===== config.mk =====
export PLATFORM = sky130hd
export DESIGN_NAME = scan_wrap
export DESIGN_NICKNAME = d
export VERILOG_FILES = /design/src/rtl/scan_pkg.sv /design/src/rtl/scan_cell.sv /design/src/rtl/scan_chain.sv /design/src/rtl/scan_po_mux.sv /design/src/rtl/scan_wrap.sv
export SDC_FILE = /design/constraint.sdc
export NUM_CORES = 1
export LEC_CHECK = 0
export ABC_AREA = 1
export BUFFER_PORTS_ARGS = -buffer_cell sky130_fd_sc_hd__clkbuf_2
export CAP_MARGIN = 20
export CORE_ASPECT_RATIO = 0.6
export CORE_UTILIZATION = 30
export CTS_CLUSTER_SIZE = 12
export DETAILED_ROUTE_END_ITERATION = 10
export GPL_TIMING_DRIVEN = 0
export SLEW_MARGIN = 20
export SYNTH_ARGS = -nofsm -noshare
export SYNTH_HDL_FRONTEND = slang
export SYNTH_SLANG_ARGS = --single-unit

===== constraint.sdc =====
create_clock -name clk -period 0.88 [get_ports clk]
set_clock_uncertainty 0.2 [all_clocks]
set_input_delay 0.044 -clock clk [delete_from_list [all_inputs] [get_ports clk]]
set_output_delay 0.044 -clock clk [all_outputs]
set_load 0.05 [all_outputs]

===== src/rtl/scan_pkg.sv =====
`timescale 1ns/1ps
package scan_pkg;

    // Test control value 0 shifts, value 1 captures functional data.
    typedef enum logic {
        MODE_SHIFT   = 1'b0,
        MODE_CAPTURE = 1'b1
    } scan_mode_e;

    // The two candidate sources of one scan cell.
    typedef struct packed {
        logic func_d;
        logic ser_d;
    } cell_src_t;

    function automatic scan_mode_e decode_mode(input logic tc);
        return tc ? MODE_CAPTURE : MODE_SHIFT;
    endfunction

    function automatic logic cell_pick(input cell_src_t src, input scan_mode_e mode);
        return (mode == MODE_CAPTURE) ? src.func_d : src.ser_d;
    endfunction

endpackage


===== src/rtl/scan_cell.sv =====
`timescale 1ns/1ps
module scan_cell
    import scan_pkg::*;
(
    input  logic       clk,
    input  logic       rst,
    input  scan_mode_e mode,
    input  cell_src_t  src,
    output logic       q
);

    logic d_sel;

    always_comb begin
        d_sel = cell_pick(src, mode);
    end

    always_ff @(posedge clk) begin
        if (rst) begin
            q <= 1'b0;
        end else begin
            q <= d_sel;
        end
    end

endmodule


===== src/rtl/scan_chain.sv =====
`timescale 1ns/1ps
module scan_chain
    import scan_pkg::*;
#(
    parameter int LEN = 4
) (
    input  logic           clk,
    input  logic           rst,
    input  scan_mode_e     mode,
    input  logic           si,
    input  logic [LEN-1:0] func_d,
    output logic [LEN-1:0] q,
    output logic           so
);

    for (genvar j = 0; j < LEN; j++) begin : g_cell
        cell_src_t src;
        if (j == 0) begin : g_head
            assign src = '{func_d: func_d[j], ser_d: si};
        end else begin : g_body
            assign src = '{func_d: func_d[j], ser_d: q[j-1]};
        end
        scan_cell u_cell (
            .clk  (clk),
            .rst  (rst),
            .mode (mode),
            .src  (src),
            .q    (q[j])
        );
    end

    assign so = q[LEN-1];

endmodule


===== src/rtl/scan_po_mux.sv =====
`timescale 1ns/1ps
module scan_po_mux
    import scan_pkg::*;
#(
    parameter int N     = 3,
    parameter bit SHARE = 1'b1
) (
    input  scan_mode_e   mode,
    input  logic [N-1:0] chain_last,
    input  logic [N-1:0] core_po,
    output logic [N-1:0] prim_out
);

    if (SHARE) begin : g_shared
        always_comb begin
            prim_out = (mode == MODE_SHIFT) ? chain_last : core_po;
        end
    end else begin : g_direct
        assign prim_out = core_po;
    end

endmodule


===== src/rtl/scan_wrap.sv =====
`timescale 1ns/1ps
module scan_wrap
    import scan_pkg::*;
#(
    parameter int NUM_CHAINS            = 3,
    parameter int CHAIN_LEN[NUM_CHAINS] = '{3, 5, 4},
    parameter int STATE_W               = 12,
    parameter bit SHARE_SO              = 1'b1
) (
    input  logic                  clk,
    input  logic                  rst,
    input  logic                  test_ctl,
    input  logic [STATE_W-1:0]    next_state,
    output logic [STATE_W-1:0]    present_state,
    input  logic [NUM_CHAINS-1:0] scan_in,
    output logic [NUM_CHAINS-1:0] scan_out,
    input  logic [NUM_CHAINS-1:0] core_po,
    output logic [NUM_CHAINS-1:0] prim_out
);

    // Index of the first state bit owned by chain k.
    function automatic int chain_base(input int k);
        int acc = 0;
        for (int i = 0; i < k; i++) acc += CHAIN_LEN[i];
        return acc;
    endfunction

    localparam int TOTAL_LEN = chain_base(NUM_CHAINS);

    if (TOTAL_LEN != STATE_W) begin : g_len_mismatch
        $error("chain lengths do not add up to STATE_W");
    end

    scan_mode_e mode;
    assign mode = decode_mode(test_ctl);

    for (genvar k = 0; k < NUM_CHAINS; k++) begin : g_chain
        localparam int BASE = chain_base(k);
        localparam int LEN  = CHAIN_LEN[k];
        scan_chain #(.LEN(LEN)) u_chain (
            .clk    (clk),
            .rst    (rst),
            .mode   (mode),
            .si     (scan_in[k]),
            .func_d (next_state[BASE +: LEN]),
            .q      (present_state[BASE +: LEN]),
            .so     (scan_out[k])
        );
    end

    scan_po_mux #(.N(NUM_CHAINS), .SHARE(SHARE_SO)) u_po_mux (
        .mode       (mode),
        .chain_last (scan_out),
        .core_po    (core_po),
        .prim_out   (prim_out)
    );

endmodule


-- Word-level counts from Yosys, hierarchy flattened
Index checks and enable logic that the tools add are counted.
- register bits: 12
- bits in latches: 0
- memory bits (writable): 0
- bits in read-only memories: 0
- bits of input ports: 21
- output and inout bits: 18
- logic and storage cells: 26
- memories: 0
- $add $sub $neg: 0
- multiply operators: 0
- div/mod/pow operators: 0
- magnitude comparators: 0
- equal/unequal tests: 0
- shift operators: 0
- mux-type cells: 14
- bitwise gates (word level): 0
- reduce and logical (&&, ||, !) cells: 0
- operator list (operator ; number):
    two-way mux 1 bit ; 13
    two-way mux 3 bit ; 1

-- Longest topological paths before layout
Gate-level depths: netlist of run 1.
- depth after elaboration: 2
- depth in mapped cells: 4

-- Hierarchy
Synthesis of run 1 repeated with hierarchy kept, for this count alone.
- cells, all modules: 97
- area total of the unflattened synthesis: 600.6 um2
- by module, submodules not included (module ; times used ; cells each ; area each (um2) ; seq. area each (um2)):
    scan_cell ; 12 ; 7 ; 45.0 ; 20.0
    scan_po_mux ; 1 ; 10 ; 37.5 ; 0.0
    scan_chain ; 3 ; 1 ; 7.5 ; 0.0

-- Worst setup path before layout of run 1
Ideal clock, no wire load.
- kind: flip-flop to output port
- start point: register g_chain[0].u_chain.g_cell[2].u_cell.q
- end point: output port prim_out[0]
- data arrival time: 1.446 ns
- required time: 0.636 ns
- slack: -0.810 ns
- cell stages (with the launch flop): 3
- buffers on the path: 0
- cell sequence: dfxtp_1 > inv_1 > o21ai_0
- word-level cells in the longest chain between the ends: 1
- ends and longest elaborated chain (item ; line ; RTL):
    start: declaration ; scan_cell.sv:9 ; output logic q
    start signal: assignment ; scan_cell.sv:22 ; q <= d_sel;
    two-way mux 3 bit ; scan_po_mux.sv:16 ; prim_out = (mode == MODE_SHIFT) ? chain_last : core_po;
    end: declaration ; scan_wrap.sv:18 ; output logic [NUM_CHAINS-1:0] prim_out
Every way passes these cells.

-- Final worst setup path of run 1
- start point: register g_chain[1].u_chain.g_cell[4].u_cell.q
- end point: output port prim_out[1]
- word-level cells in the longest chain between the ends: 1
- ends and longest elaborated chain (item ; line):
    start: declaration ; scan_cell.sv:9
    start signal: assignment ; scan_cell.sv:22
    two-way mux 3 bit ; scan_po_mux.sv:16
Every way passes these cells.

==> key figures, run 1 <==
Final layout
  – Max reg flops: 12
  – Area grow syn2layout: 86.6%
  – Fin cells: 163
  – N_diodes: 0
  – Filler Cell Count: 173
  – Largest register by flop count: g_chain.u_chain.g_cell.u_cell.q
  – Layout Utilization: around 63%
  – Share of layout cells above drive strength 1: ~53%
  – Final Cell Area: 0.00124 mm²
  – Layout Nets: 157
  – Largest registers: g_chain.u_chain.g_cell.u_cell.q: 12 flops

STA
  – Fin crit share: 134%
  – RSZ-0062 raised after global routing: yes
  – Setup TNS: -3.15 ns
  – Final min period: 1.18 ns
  – Slew HR: 88.4%
  – Worst setup margin: -0.301 ns
  – Final Setup Violations: 18
  – Fin. Hold Viols: 12
  – Final Max Slew Viols: 0
  – WHS: -0.175 ns
  – Achievable clock frequency: ~850 MHz
  – Worst slew pin tran: 0.174 ns

GRT
  – Vias in the first global route: 627
  – Global Route Usage Sum: 14.7%
  – Largest net degree at the start of global routing: 11
  – First-pass GRT wire length: 2.57 mm
  – Congestion Overflow GR: 0
  – Initial antenna violation count: 0

Placed design
  – # port buffers: 37
  – Routability congestion estimate: approximately 0.67
  – Area after DPL: 921 µm²
  – HPWL Detailed: 1.06 mm
  – DP Cell Count: 166

Min path
  – Worst hold path type: in2reg
  – Hold path startpoint: scan_in[0]

Worst setup path
  – Worst EP required: 0.64 ns
  – Slowest stage cell on the critical path: dfxtp_2
  – Max incr delay on CP: 0.36 ns
  – Worst-path cell chain: inv_2, o21ai_4, buf_8
  – Worst setup SP type: flip-flop
  – CP bufs+invs: 2
  – CP Class: reg2out
  – Launching point of the worst reg2reg path: g_chain[0].u_chain.g_cell[1].u_cell.q$_SDFF_PP0_
  – Arrival time at the worst endpoint: 0.94 ns
  – CP Launch Point: g_chain[1].u_chain.g_cell[4].u_cell.q$_SDFF_PP0_
  – CP max FO: 3
  – Crit. End Element: output pin
  – Delay-heaviest family, CP: flip-flops

Synth
  – FF+latch count, synth: 12
  – Synth async-reset ratio: 0%
  – Cell taking the most area after synthesis: dfxtp_1
  – Post-Syn Instances: 101
  – Yosys cell types: 9
  – Most common library cells after synthesis: nand2_1 (27), nor2_1 (22), inv_1 (16)
  – Area of the mapped netlist: 663 µm²
  – Synth warn: 0
  – EDFF count, synth: 0
  – Count leader, synth: nand2_1
  – Top cell type's share of synthesized area: 36.2%
  – Synthesized Nets: between 100 and 150
  – Part of the Yosys area used for sequential elements: 36.2%
  – Main synth FF type: dfxtp_1
  – Area contributors post-synth: dfxtp_1 (36%), buf_4 (17%), nand2_1 (15%)
  – Avg Inst Size Synth: 6.57 µm²

Floorplan
  – I/O pin total: 39
  – Die Height: around 38 µm
  – Rows: 12
  – Die ar.: roughly 0.0024 mm²
  – Core area: ~0.0020 mm²
  – Die W: 62.7 µm
  – Starting density of the core: 33.7%

Detailed routing
  – DR vias/cell: just under 4
  – Drt pass-1 iters: 4
  – Initial DRC count: 7
  – Antenna viol nets, final: 0
  – Drt drc: 0
  – Routed WL: 1.57 mm
  – Via Count: 640
  – WL met3: between 100 and 150 µm
  – Metal-1 WL: 687 µm
  – WL met2: 773 µm
  – Top layer in use: met3
  – Per-cell routed wire length: ~9.6 µm

Outcome
  – Failing checks: negative hold slack, negative setup slack
  – Outcome: complete, but fails checks

Clock network
  – CTS Hold Bufs: 2
  – CTS clk-pin slew, worst paths: approximately 0.050 ns
  – CTS Buffer Depth: 2
  – H-tree levels: 1
  – CTS tree: done
  – CTS root buf: clkbuf_8
  – Total CTS buffers: 3
  – # clock sinks: 12
  – Worst-Skew Late Latency: 0.24 ns

Power
  – Worst vdd ir: 0.000891 V
  – Power density over the cells: 1540 mW/mm²
  – Leak: 0.000654 µW

Run
  – Max-cap violations: 0
cell families (layout without fill, tap and decap cells):
kind of cell,count (synthesis),after routing,synth area share [%]
and+or+nand+nor,51,51,29.6
buffers and inverters,35,69,31.9
AOI/OAI and AO/OA,3,3,2.26
DFF,12,12,36.2
worst paths after layout:
check / to / slack, ns / cells after the start
min: g_chain[0].u_chain.g_cell[0].u_cell.q$_SDFF_PP0_ / -0.17 / 3
max reg2reg: g_chain[0].u_chain.g_cell[2].u_cell.q$_SDFF_PP0_ / 0.03 / 3
max: prim_out[1] / -0.30 / 3
min reg2reg: g_chain[1].u_chain.g_cell[3].u_cell.q$_SDFF_PP0_ / 0.29 / 2
metrics by stage:
stage / hold WS, ns / power [µW] / setup slack, ns
after floorplan: -0.0266 / 1030 / -0.0563
after global placement: 0.0603 / 1130 / -0.128
after detailed placement: 0.0705 / 1140 / -0.140
after CTS: -0.178 / 1900 / -0.297
after global routing: -0.163 / 2020 / -0.332
final: -0.175 / 1910 / -0.301
report_power, final:
part / switching [µW] / leakage [µW] / total [µW] / internal [µW]
Combinational: 352 / 0.000522 / 684 / 332
Clock: 204 / 0.0000288 / 599 / 395
Sequential: 36.5 / 0.000103 / 628 / 592
timing repair:
| action | 4_1_cts | 5_1_grt |
|---|---|---|
| buffers inserted | 1 | 0 |
| hold endpoints to repair | 12 | 12 |
| setup endpoints to repair | 18 | 21 |
| pin swaps | 3 | 5 |
| resized for setup | 55 | 14 |
area by class of cell:
cell class	count	area [µm²]	share of cell area, %
Timing Repair Buffer	38	477	38.5
Sequential cell	12	255	20.6
Multi-Input combinational cell	54	253	20.4
Buffer	11	103	8.29
Inverter	16	60.1	4.85
Clock buffer	4	55.1	4.45
Tap cell	28	35.0	2.83
tightest hold or removal path, cell delays in order:
cell and delay, ns:
clkbuf_2 0.07, nor2_1 0.04, nor2_2 0.08
placed cells by master (no fill, tap or decap):
cell | synthesis | layout
dfxtp_2 | 0 | 12
inv_2 | 0 | 3
buf_6 | 3 | 7
nor2_2 | 2 | 2
inv_1 | 16 | 13
nor2_4 | 0 | 1
clkbuf_2 | 0 | 17
clkbuf_16 | 0 | 9
clkbuf_8 | 0 | 4
nand2_1 | 27 | 27
nor2_1 | 22 | 21
dlygate4sd3_1 | 0 | 2
o21ai_4 | 0 | 3
buf_4 | 15 | 4
buf_8 | 0 | 9
buf_2 | 1 | 1
metal layers:
| metal | vias up | global-route usage, % |
|---|---|---|
| met4 | 0 | 3.49 |
| met1 | 271 | 14.6 |
| li1 | 341 | - |
| met5 | - | 0 |
| met2 | 28 | 29.3 |
| met3 | 0 | 6.25 |
(Power assumes the default switching activity.)
==> run 2, diff against run 1 <==
- CORE_ASPECT_RATIO: 0.6 -> 1.2
==> run 2 against run 1 <==
  * The flow still finishes with violations (negative hold slack, negative setup slack)
  * Fmax hardly changed
  * Clock-buffer cell count down 1
  * Power down 15%
  * Final cell count increased by 1.2%
  * Routed wire length down 9.4%
  * Non-clock buffer count up 1
  * Critical path type unchanged
  * Critical endpoint is now prim_out[2]
  * Highest routed layer is now met4
==> key figures, run 2 (synthesis gave the netlist of run 1 again) <==
Worst setup path
  – CP bufs+invs: 2 (unchanged)
  – Slowest stage cell on the critical path: dfxtp_2
  – CP Launch Point: g_chain[2].u_chain.g_cell[3].u_cell.q$_SDFF_PP0_
  – Launching point of the worst reg2reg path: g_chain[0].u_chain.g_cell[0].u_cell.q$_SDFF_PP0_
  – Max incr delay on CP: 0.35 ns (about the same)
  – R2R Setup Slk: 0.09 ns (+0.06 ns)
  – CP Depth: 3 (unchanged)
  – CP Class: reg2out
  – Crit. End Element: output pin
  – Worst Setup EP: prim_out[2]
  – Reg2reg path depth: 2 (-1)
  – Worst-path cell chain: inv_2, o21ai_4, buf_8
  – Delay-heaviest family, CP: flip-flops
  – CP max FO: 3 (unchanged)
  – Worst setup SP type: flip-flop
  – Worst EP required: 0.64 ns (about the same)
  – Reg-to-Reg End: g_chain[0].u_chain.g_cell[1].u_cell.q$_SDFF_PP0_
  – Arrival time at the worst endpoint: 0.94 ns (about the same)

Final layout
  – N_diodes: 0 (unchanged)
  – Fin cells: 165 (+1.2%)
  – Filler Cell Count: 210 (+21%)
  – Most frequent cells in the layout: nand2_1 (27), nor2_1 (21), clkbuf_2 (16)
  – Layout Utilization: 58.3% (-4.6 points)
  – Layout Nets: 158 (+0.64%)
  – Largest register by flop count: g_chain.u_chain.g_cell.u_cell.q
  – Largest registers: g_chain.u_chain.g_cell.u_cell.q: 12 flops
  – Commonest non-fill, non-tap cell in the layout: nand2_1
  – Area grow syn2layout: 82.1%
  – Max reg flops: 12 (unchanged)
  – Share of layout cells above drive strength 1: 50.4% (-3.0 points)

GRT
  – Largest net degree at the start of global routing: 11 (unchanged)
  – Initial antenna violation count: 0 (unchanged)
  – Global Route Usage Sum: 13.4% (-1.3 points)
  – First-pass GRT wire length: 2.26 mm (-12%)
  – Vias in the first global route: 578 (-7.8%)
  – Congestion Overflow GR: 0 (unchanged)

Power
  – Power density over the cells: 1340 mW/mm² (-13%)
  – Worst vdd ir: 0.00102 V (+14%)
  – Leak: 0.000636 µW (-2.7%)
  – Power consumption: 1620 µW (-15%)

Clock network
  – Total CTS buffers: 3 (unchanged)
  – CTS Hold Bufs: 8 (+6)
  – H-tree levels: 1 (unchanged)
  – Worst-Skew Late Latency: 0.27 ns (+0.03 ns)
  – # clock sinks: 12 (unchanged)
  – CTS clk-pin slew, worst paths: 0.08 ns (+0.03 ns)
  – CTS root buf: clkbuf_4
  – CTS Buffer Depth: 2 (unchanged)
  – CTS tree: done

Floorplan
  – I/O pin total: 39 (unchanged)
  – Die W: 44.9 µm (-28%)
  – Die Height: 53.5 µm (+39%)
  – Core area: 0.00207 mm² (+5.3%)
  – Die ar.: 0.00240 mm² (-0.22%)
  – Rows: 18 (+6)
  – Starting density of the core: 32.0% (-1.7 points)

Outcome
  – Failing checks: negative hold slack, negative setup slack
  – Outcome: complete, but fails checks

Run
  – Max-cap violations: 0 (unchanged)

Placed design
  – HPWL Detailed: 995 µm (-6.4%)
  – Worst slack at placement: -0.139 ns (+0.000859 ns)
  – Routability congestion estimate: 0.657 (-2.3%)
  – DP Cell Count: 168 (+1.2%)
  – # port buffers: 37 (unchanged)

Detailed routing
  – Routed WL: 1.42 mm (-9.4%)
  – Via Count: 631 (-1.4%)
  – Initial DRC count: 6 (-1)
  – Drt drc: 0 (unchanged)
  – Drt pass-1 iters: 4 (unchanged)
  – Antenna viol nets, final: 0 (unchanged)
  – DR vias/cell: 3.82 (-2.6%)
  – Per-cell routed wire length: 8.59 µm (-10%)

STA
  – Fin. Hold Viols: 12 (unchanged)
  – RSZ-0062 raised after global routing: yes
  – Fin crit share: 134% (about the same)
  – Worst slew pin tran: 0.168 ns (-0.00644 ns)
  – Final min period: 1.18 ns (-0.000472 ns)
  – Worst setup margin: -0.301 ns (+0.000472 ns)
  – WHS: -0.160 ns (+0.0143 ns)
  – Achievable clock frequency: 847 MHz (about the same)
  – Final Setup Violations: 18 (unchanged)
  – Slew HR: 88.8% (+0.43 points)
  – Setup TNS: -3.53 ns (-0.374 ns)
  – Final Max Slew Viols: 0 (unchanged)

Min path
  – Worst hold path type: in2reg
[run 2: changes by cell type in the layout (fill, tap and decap cells not counted), sizes merged]
cell,delta
clkbuf,-2
dlygate4sd3,+4
buf,-2
[run 2: metrics by stage]
stage               hold WS (ns)  instance area [µm²]
floorplan                -0.0266                  701
global placement          0.0643                  923
detailed placement        0.0742                  923
CTS                       -0.167                 1230
global route              -0.169                 1210
finish                    -0.160                 1210
[run 2: cell type report]
type | count | area, µm² | share of cell area (%)
Timing Repair Buffer | 40 | 500 | 41.5
Sequential cell | 12 | 255 | 21.1
Multi-Input combinational cell | 54 | 248 | 20.5
Buffer | 10 | 83.8 | 6.94
Inverter | 16 | 60.1 | 4.97
Tap cell | 30 | 37.5 | 3.11
Clock buffer | 3 | 22.5 | 1.87
[run 2: worst min-delay path by stage]
| stage | startpoint | endpoint | slack (ns) | cells after the start |
|---|---|---|---|---|
| floorplan | scan_in[1] | g_chain[1].u_chain.g_cell[0].u_cell.q$_SDFF_PP0_ | -0.03 | 2 |
| global placement | scan_in[1] | g_chain[1].u_chain.g_cell[0].u_cell.q$_SDFF_PP0_ | 0.06 | 3 |
| detailed placement | scan_in[1] | g_chain[1].u_chain.g_cell[0].u_cell.q$_SDFF_PP0_ | 0.07 | 3 |
| CTS | rst | g_chain[0].u_chain.g_cell[1].u_cell.q$_SDFF_PP0_ | -0.17 | 4 |
| global route | rst | g_chain[0].u_chain.g_cell[1].u_cell.q$_SDFF_PP0_ | -0.17 | 4 |
| finish | rst | g_chain[0].u_chain.g_cell[0].u_cell.q$_SDFF_PP0_ | -0.16 | 4 |
[run 2: power breakdown]
| group | switching, µW | internal (µW) | leakage [µW] | total, µW |
|---|---|---|---|---|
| Clock | 171 | 158 | 0.0000138 | 329 |
| Combinational | 343 | 326 | 0.000519 | 669 |
| Sequential | 35.1 | 590 | 0.000103 | 625 |
[run 2: per-layer routing]
metal	track usage, %	part of all wire [%]	vias to the layer above	wire length [µm]
met3	3.07	6.1	2	86
met5	0	0	-	0
met4	7.58	0.42	0	6
li1	-	-	342	-
met2	26.3	54	29	766
met1	12.2	39	258	558
[run 2: tightest hold or removal path, cell delays in order]
cell and delay, ns:
clkbuf_2 0.07, inv_1 0.05, nand2_1 0.08, nor2_2 0.03
[run 2: what timing repair did]
item	in CTS	in global routing
resized for setup	54	10
buffers inserted	0	0
endpoints found under the hold margin	12	12
setup endpoints to repair	18	24
cloned	0	0
pin swaps	3	4
==> run 3, diff against run 2 <==
==> constraint.sdc (replaced) <==
create_clock -name clk -period 0.88 [get_ports clk]
set_clock_uncertainty 0.2 [all_clocks]
set_input_delay 0.22 -clock clk [delete_from_list [all_inputs] [get_ports clk]]
set_output_delay 0.22 -clock clk [all_outputs]
set_load 0.05 [all_outputs]
==> run 3 against run 2 <==
  * The run still ends with negative hold slack, negative setup slack left
  * Register-to-register slack worse by 0.07 ns
  * Fmax down 14%
  * Sequential power hardly changed
  * Global-route usage decreased by 0.39 points
==> key figures, run 3 (synthesis gave the netlist of run 1 again) <==
STA
  – Worst setup margin: -0.487 ns (-0.186 ns)
  – Fin crit share: 155% (+21 points)
  – Final Max Slew Viols: 0 (unchanged)
  – WHS: -0.0171 ns (+0.143 ns)
  – Achievable clock frequency: 732 MHz (-14%)
  – Final Setup Violations: 18 (unchanged)
  – Fin. Hold Viols: 2 (-10)
  – RSZ-0062 raised after global routing: yes
  – Final min period: 1.37 ns (+0.186 ns)
  – Slew HR: 88.3% (-0.49 points)
  – Worst slew pin tran: 0.175 ns (+0.00742 ns)
  – Setup TNS: -6.72 ns (-3.19 ns)

Min path
  – Hold path startpoint: scan_in[1]
  – Hold depth: 3 (-1)
  – Worst hold path type: in2reg

Worst setup path
  – CP Depth: 3 (unchanged)
  – CP Launch Point: g_chain[0].u_chain.g_cell[2].u_cell.q$_SDFF_PP0_
  – CP Class: reg2out
  – Slowest stage cell on the critical path: dfxtp_4
  – Delay-heaviest family, CP: flip-flops
  – Launching point of the worst reg2reg path: g_chain[1].u_chain.g_cell[2].u_cell.q$_SDFF_PP0_
  – CP bufs+invs: 2 (unchanged)
  – R2R Setup Slk: 0.02 ns (-0.07 ns)
  – Reg2reg path depth: 3 (+1)
  – Worst Setup EP: prim_out[0]
  – Worst setup SP type: flip-flop
  – Worst-path cell chain: inv_2, o21ai_4, buf_8
  – Max incr delay on CP: 0.37 ns (+0.02 ns)
  – CP max FO: 3 (unchanged)
  – Arrival time at the worst endpoint: 0.95 ns (about the same)
  – Reg-to-Reg End: g_chain[1].u_chain.g_cell[3].u_cell.q$_SDFF_PP0_
  – Worst EP required: 0.46 ns (-0.18 ns)
  – Crit. End Element: output pin

Clock network
  – CTS clk-pin slew, worst paths: 0.07 ns (about the same)
  – Worst-Skew Late Latency: 0.26 ns (about the same)
  – H-tree levels: 1 (unchanged)
  – # clock sinks: 12 (unchanged)
  – CTS tree: done
  – CTS Buffer Depth: 2 (unchanged)
  – Total CTS buffers: 3 (unchanged)
  – CTS root buf: clkbuf_4

Power
  – Worst vdd ir: 0.000901 V (-11%)
  – Power density over the cells: 1350 mW/mm² (+0.33%)
  – Leak: 0.000640 µW (+0.59%)

Detailed routing
  – Per-cell routed wire length: 8.07 µm (-6.1%)
  – Drt pass-1 iters: 3 (-1)
  – Antenna viol nets, final: 0 (unchanged)
  – DR vias/cell: 3.87 (+1.2%)
  – Via Count: 635 (+0.63%)
  – Initial DRC count: 1 (-5)
  – Routed WL: 1.32 mm (-6.7%)
  – Drt drc: 0 (unchanged)

Floorplan
  – Die ar.: 0.00240 mm² (unchanged)
  – Rows: 18 (unchanged)
  – Die W: 44.9 µm (unchanged)
  – Core area: 0.00207 mm² (unchanged)
  – I/O pin total: 39 (unchanged)
  – Starting density of the core: 32.0% (unchanged)
  – Die Height: 53.5 µm (unchanged)

Final layout
  – Layout Utilization: 57.9% (-0.36 points)
  – Filler Cell Count: 206 (-1.9%)
  – Register area: 258 µm² (+0.98%)
  – Area grow syn2layout: 80.9%
  – N_diodes: 0 (unchanged)
  – Commonest non-fill, non-tap cell in the layout: nand2_1
  – Layout Nets: 157 (-0.63%)
  – Footprint of the multi-input gates: 253 µm² (+2.0%)
  – Most frequent cells in the layout: nand2_1 (27), nor2_1 (21), clkbuf_2 (19)
  – Share of layout cells above drive strength 1: 54.5% (+4.1 points)
  – Largest register by flop count: g_chain.u_chain.g_cell.u_cell.q
  – Max reg flops: 12 (unchanged)
  – Largest registers: g_chain.u_chain.g_cell.u_cell.q: 12 flops

Placed design
  – Routability congestion estimate: 0.679 (+3.2%)
  – HPWL Detailed: 988 µm (-0.74%)
  – # port buffers: 37 (unchanged)

GRT
  – Initial antenna violation count: 0 (unchanged)
  – First-pass GRT wire length: 2.28 mm (+0.93%)
  – Grt met1 use: 14.1% (+1.9 points)
  – Met2 usage: 23.2% (-3.1 points)
  – Most used routing layer: met2
  – Vias in the first global route: 579 (+0.17%)
  – Congestion Overflow GR: 0 (unchanged)
  – M3 GR Usage: 2.39% (-0.68 points)
  – Largest net degree at the start of global routing: 11 (unchanged)
  – Global Route Usage Sum: 13.0% (-0.39 points)

Run
  – Max-cap violations: 0 (unchanged)

Outcome
  – Outcome: complete, but fails checks
  – Failing checks: negative hold slack, negative setup slack
## run 3: routing by layer
layer | part of all wire, % | routed length [µm]
met5 | 0 | 0
met4 | 0.45 | 6
met3 | 5.7 | 75
met2 | 54 | 714
met1 | 40 | 527
## run 3: final cells by class
type                    instances  share of cell area, %
well taps                      30                   3.13
clock buffers                   3                   1.88
multi-input cells              54                   21.1
repair buffers                 38                   38.6
plain buffers                  11                   8.86
flip-flops and latches         12                   21.5
inverters                      16                   5.01
## run 3: through the flow
stage                     power [µW]  std cells  setup WS (ns)  area [µm²]  hold slack, ns
after CTS                       1600        164         -0.498        1170         -0.0223
after floorplan                 1060        101         -0.232         746           0.149
after detailed placement        1170        168         -0.357         968           0.256
after global routing            1700        164         -0.525        1200        -0.00970
final                           1620        164         -0.487        1200         -0.0171
after global placement          1160        168         -0.340         968           0.242
## run 3: how the worst min path moves through the flow
stage | end | slack (ns)
2_1_floorplan | g_chain[1].u_chain.g_cell[0].u_cell.q$_SDFF_PP0_ | 0.15
3_3_place_gp | g_chain[2].u_chain.g_cell[0].u_cell.q$_SDFF_PP0_ | 0.24
3_5_place_dp | g_chain[1].u_chain.g_cell[0].u_cell.q$_SDFF_PP0_ | 0.26
4_1_cts | g_chain[1].u_chain.g_cell[0].u_cell.q$_SDFF_PP0_ | -0.02
5_1_grt | g_chain[0].u_chain.g_cell[0].u_cell.q$_SDFF_PP0_ | -0.01
6_report | g_chain[1].u_chain.g_cell[0].u_cell.q$_SDFF_PP0_ | -0.02
## run 3: repair_timing
action	CTS	global route
gates resized for setup	45	15
endpoints found under the hold margin	2	1
setup buffers	1	0
pin swaps	3	0
endpoints found under the setup margin	18	19
cloned	0	0
## run 3: tightest hold or removal path: stages
cell,delay [ns]
clkbuf_2,0.07
nor2_1,0.03
nor2_1,0.08
## run 3: power by group
| group | switching, µW | internal [µW] | total, µW |
|---|---|---|---|
| clock | 162 | 158 | 320 |
| sequential | 35.0 | 589 | 624 |
| combinational | 346 | 329 | 675 |
